File: config.mk
export PLATFORM = sky130hd
export DESIGN_NAME = hazard_fwd_unit
export DESIGN_NICKNAME = d
export VERILOG_FILES = /design/src/rtl/hzd_pkg.sv /design/src/rtl/hzd_fwd_lane.sv /design/src/rtl/hzd_stall_merge.sv /design/src/rtl/hazard_fwd_unit.sv
export SDC_FILE = /design/constraint.sdc
export NUM_CORES = 1
export LEC_CHECK = 0
export ABC_CLOCK_PERIOD_IN_PS = 850
export BUFFER_PORTS_ARGS = -buffer_cell sky130_fd_sc_hd__buf_2
export CORE_MARGIN = 3
export CORE_UTILIZATION = 45
export CTS_BUF_LIST = sky130_fd_sc_hd__clkbuf_16
export CTS_CLUSTER_DIAMETER = 50
export CTS_CLUSTER_SIZE = 10
export DETAILED_ROUTE_END_ITERATION = 16
export PLACE_DENSITY = 0.82
export SLEW_MARGIN = 20
export SYNTH_ARGS = -nofsm -noshare
export SYNTH_HDL_FRONTEND = slang
export SYNTH_SLANG_ARGS = --single-unit
File: constraint.sdc
create_clock -name clk -period 0.85 [get_ports clk]
set_input_delay 0.2125 -clock clk [delete_from_list [all_inputs] [get_ports clk]]
set_output_delay 0.2125 -clock clk [all_outputs]
set_load 0.005 [all_outputs]
File: src/rtl/hzd_pkg.sv
package hzd_pkg;
    typedef enum logic [1:0] {
        SRC_RF  = 2'b00,
        SRC_EX  = 2'b01,
        SRC_MEM = 2'b10,
        SRC_WB  = 2'b11
    } fwd_src_e;
endpackage

File: src/rtl/hzd_fwd_lane.sv
module hzd_fwd_lane
    import hzd_pkg::*;
#(
    parameter int REG_W     = 5,
    parameter bit WB_BYPASS = 1'b1
) (
    input  logic [REG_W-1:0] src,
    input  logic [REG_W-1:0] ex_rd,
    input  logic             ex_we,
    input  logic             ex_ld,
    input  logic [REG_W-1:0] mem_rd,
    input  logic             mem_we,
    input  logic [REG_W-1:0] wb_rd,
    input  logic             wb_we,
    output fwd_src_e         sel,
    output logic             ld_hit
);
    logic src_live;
    logic ex_hit;
    logic mem_hit;
    logic wb_hit;

    assign src_live = (src != '0);
    assign ex_hit   = src_live && ex_we  && (ex_rd  == src);
    assign mem_hit  = src_live && mem_we && (mem_rd == src);

    generate
        if (WB_BYPASS) begin : g_wb_path
            assign wb_hit = src_live && wb_we && (wb_rd == src);
        end else begin : g_wb_none
            logic unused_wb;
            assign unused_wb = ^{wb_rd, wb_we};
            assign wb_hit    = 1'b0;
        end
    endgenerate

    always_comb begin
        sel = SRC_RF;
        if (ex_hit) begin
            sel = ex_ld ? SRC_RF : SRC_EX;
        end else if (mem_hit) begin
            sel = SRC_MEM;
        end else if (wb_hit) begin
            sel = SRC_WB;
        end
    end

    assign ld_hit = ex_hit && ex_ld;
endmodule

File: src/rtl/hzd_stall_merge.sv
module hzd_stall_merge #(
    parameter int NUM_SRC = 2
) (
    input  logic [NUM_SRC-1:0] hits,
    output logic               any_hit
);
    assign any_hit = |hits;
endmodule

File: src/rtl/hazard_fwd_unit.sv
module hazard_fwd_unit
    import hzd_pkg::*;
#(
    parameter int REG_W     = 5,
    parameter bit WB_BYPASS = 1'b1
) (
    input  logic             clk,
    input  logic             rst_n,
    input  logic [REG_W-1:0] src_a,
    input  logic [REG_W-1:0] src_b,
    input  logic [REG_W-1:0] ex_rd,
    input  logic             ex_we,
    input  logic             ex_ld,
    input  logic [REG_W-1:0] mem_rd,
    input  logic             mem_we,
    input  logic [REG_W-1:0] wb_rd,
    input  logic             wb_we,
    output logic [1:0]       fwd_a,
    output logic [1:0]       fwd_b,
    output logic             stall
);
    localparam int NUM_SRC = 2;

    logic [REG_W-1:0]   src_vec [NUM_SRC];
    fwd_src_e           sel_d   [NUM_SRC];
    fwd_src_e           sel_q   [NUM_SRC];
    logic [NUM_SRC-1:0] ld_hits;
    logic               stall_d;
    logic               stall_q;

    assign src_vec[0] = src_a;
    assign src_vec[1] = src_b;

    generate
        for (genvar i = 0; i < NUM_SRC; i++) begin : g_lane
            hzd_fwd_lane #(
                .REG_W     (REG_W),
                .WB_BYPASS (WB_BYPASS)
            ) u_lane (
                .src    (src_vec[i]),
                .ex_rd  (ex_rd),
                .ex_we  (ex_we),
                .ex_ld  (ex_ld),
                .mem_rd (mem_rd),
                .mem_we (mem_we),
                .wb_rd  (wb_rd),
                .wb_we  (wb_we),
                .sel    (sel_d[i]),
                .ld_hit (ld_hits[i])
            );
        end
    endgenerate

    hzd_stall_merge #(
        .NUM_SRC (NUM_SRC)
    ) u_merge (
        .hits    (ld_hits),
        .any_hit (stall_d)
    );

    always_ff @(posedge clk or negedge rst_n) begin
        if (!rst_n) begin
            for (int i = 0; i < NUM_SRC; i++) begin
                sel_q[i] <= SRC_RF;
            end
            stall_q <= 1'b0;
        end else begin
            for (int i = 0; i < NUM_SRC; i++) begin
                sel_q[i] <= sel_d[i];
            end
            stall_q <= stall_d;
        end
    end

    always_comb begin
        fwd_a = sel_q[0];
        fwd_b = sel_q[1];
        stall = stall_q;
    end
endmodule

==> results.md <==
* Status: finished with violations
* Failing checks: DRC, setup timing
* CP endpoint kind: flip-flop
* Register area share after synthesis at 20.2%
* GRT busiest layer: met2
* Count of cell types in the netlist at 17
* Syn Std Cell Area at 618 um^2
* Post-DR wirelength/cell at 24.4 um
* RSZ-0062 raised after global routing: true
* CP arrival at 1.31 ns
* Switching share of power at 27.4%
* Vias in the first global route at 755
* Vias per inst at 6.56
* Dpl hpwl at 1420 um
* Global-route wire length before repair at 3770 um
* Nets at 145
* Total CTS buffers at 3
* M2 GR Usage at 48.8%
* CP Max Fanout at 2
* Clock share of power at 50.5%
* GRT Residual Overflow at 0
* Initial antenna violation count at 0
* Tot Pwr at 1.53 mW
* Setup ws final at -0.306 ns
* Max_cap viols at 0
* Total nets after synthesis at 97
* Final Hold Viols at 0
* Starting Density at 51.5%
* CP max stage cell: nor4_1
* Worst Path Required at 1.00 ns
* Cell taking the most area after synthesis: xnor2_1
* Crit path time final at 1.16 ns
* Total global-route track usage at 28.8%
* Worst-path clk slew at 0.03 ns
* Setup-failing EPs final at 10
* Leakage at 0.516 nW
* Drt first pass iters at 10
* Crit path kind: primary input to flip-flop
* Residual DRC at 2
* DIE HEIGHT at 43.1 um
* Hold slack at 0.223 ns
* Gp weighted congestion at 0.816
* Post-synth top area share at 25.5%
* Slowest stage delay, CP at 0.36 ns
* Share of cells above drive strength 1 at 57.5%
* Initial DRC count at 33
* Largest cells by area after synthesis: xnor2_1, dfrtp_1, xor2_1
* Total clock sinks at 5
* Critical path, cell by cell: buf_2 > xor2_1 > nor4_1 > buf_4 > o2111ai_1 > mux2i_1
* Area growth syn-to-layout at 86.4%
* Max IR drop VDD at 0.00139 V
* Synth Warn # at 0
* Setup crit start kind: primary input
* Final period utilization at 136%
* Hold WC Path Type: primary input to flip-flop
* Die Span X at 43.1 um
* Logic pwr share at 33.3%
* Vias at 833
* PwrDens at 1330 mW/mm^2
* Routed WL at 3100 um
* CTS root buffer: clkbuf_16
* Met1 GRT Util at 33.9%
* ANT cells at 0
* Reg power frac at 16.2%
* Synth Area per Inst at 9.37 um^2
* TritonCTS clock tree: done
* #FFs+latches synth at 5
* P_sw at 0.421 mW
* Fin. max-slew vios at 0
* Slew @ Worst Pin at 0.326 ns
* DIE AREA at 0.00185 mm^2
* Max Root-Sink Buffers at 2
* Post-Syn Instances at 66
* Finished Layout Cells at 127
* Peak Freq at 865 MHz
* Largest net degree at the start of global routing at 6
* Rel. slew slack at 78.0%
* Detail Route Antenna Nets at 0
* Internal cell power at 1.11 mW
* # rows at 12
* Met3 usage at 7.63%
* CTS H-tree depth at 1
* IO Pins at 36
* Port bufs at 35
* Core Box Area at 0.00120 mm^2
* Setup TNS at -1.69 ns
* Placed Cells at 120
-- per-layer routing --
layer / wire length, um / vias up
li1: - / 326
met1: 1060 / 386
met2: 1450 / 94
met3: 387 / 27
met4: 192 / 0
met5: 0 / -
-- power by group through the flow --
stage	clock network (mW)	registers, mW	logic (mW)
2_1_floorplan	0	0.252	0.165
3_3_place_gp	0	0.250	0.336
3_5_place_dp	0	0.250	0.341
4_1_cts	0.787	0.248	0.428
5_1_grt	0.803	0.249	0.528
6_report	0.775	0.249	0.511
-- metrics by stage --
stage / setup slack [ns] / utilization [%] / area (um^2)
global placement: -0.446 / 70.6 / 848
detailed placement: -0.449 / 70.6 / 848
finish: -0.306 / 95.9 / 1150
CTS: -0.165 / 90.3 / 1080
floorplan: -0.160 / - / 618
global route: -0.417 / 95.9 / 1150
-- logic make-up (layout without fill, tap and decap cells) --
group / Yosys count / in the layout / share of synthesized area, %
mux: 2 / 2 / 3.24
compound gates: 5 / 5 / 5.67
flops: 5 / 5 / 20.2
simple gates: 24 / 24 / 28.3
buf+inv: 0 / 47 / 0
xor+xnor: 30 / 30 / 42.5
-- worst paths after layout --
| check | startpoint | slack [ns] | end | cells after the start |
|---|---|---|---|---|
| setup / recovery | wb_rd[1] | -0.31 | fwd_a[0]$_DFF_PN0_ | 6 |
| min in group asynchronous | rst_n | 0.38 | stall$_DFF_PN0_ | 2 |
| max in group asynchronous | rst_n | 0.33 | fwd_a[0]$_DFF_PN0_ | 2 |
| hold / removal | ex_ld | 0.22 | fwd_a[0]$_DFF_PN0_ | 2 |
-- repair_timing --
item,CTS,global route
setup endpoints to repair,10,10
setup buffers,0,2
pin swaps,9,9
resized for setup,34,9
hold endpoints to repair,5,0
hold buffers,1,0
-- cell usage in the layout, fill, tap and decap left out, drive strengths merged, types with 3 or more instances in the layout --
master / n
buf: 42
nor4: 4
clkbuf: 3
and2: 4
nand4: 4
xor2: 12
xnor2: 18
nand2: 4
dfrtp: 5
-- registers in the layout, indices dropped and copies added, names as in the netlist --
register / count
fwd_a: 2
stall: 1
fwd_b: 2
-- cell usage after synthesis --
library cell and number:
a21oi_1 2, and2_1 2, and2_4 2, dfrtp_1 5
mux2i_1 2, nand2_1 4, nand3_1 2, nand4_1 4
nor2_1 2, nor3_2 2, nor4_1 2, nor4_4 2
o2111ai_1 2, o21a_1 1, or3_1 2, xnor2_1 18
xor2_1 12
-- worst max-delay path: cells and delay by family --
kind / cells / cell delay (ns)
buffers and inverters: 2 / 0.32
AOI/OAI and AO/OA: 1 / 0.11
xor gates and xnor gates: 1 / 0.17
and+or+nand+nor: 1 / 0.36
muxes: 1 / 0.14
-- cell type report --
type | instances | area [um^2]
tap | 14 | 17.5
clock buffer | 3 | 75.1
multi-input combinational | 61 | 598
timing repair buffer | 43 | 333
sequential | 5 | 125
clock inverter | 1 | 3.75
fill | 26 | 48.8
No activity file was read; power rests on OpenSTA's default activity.
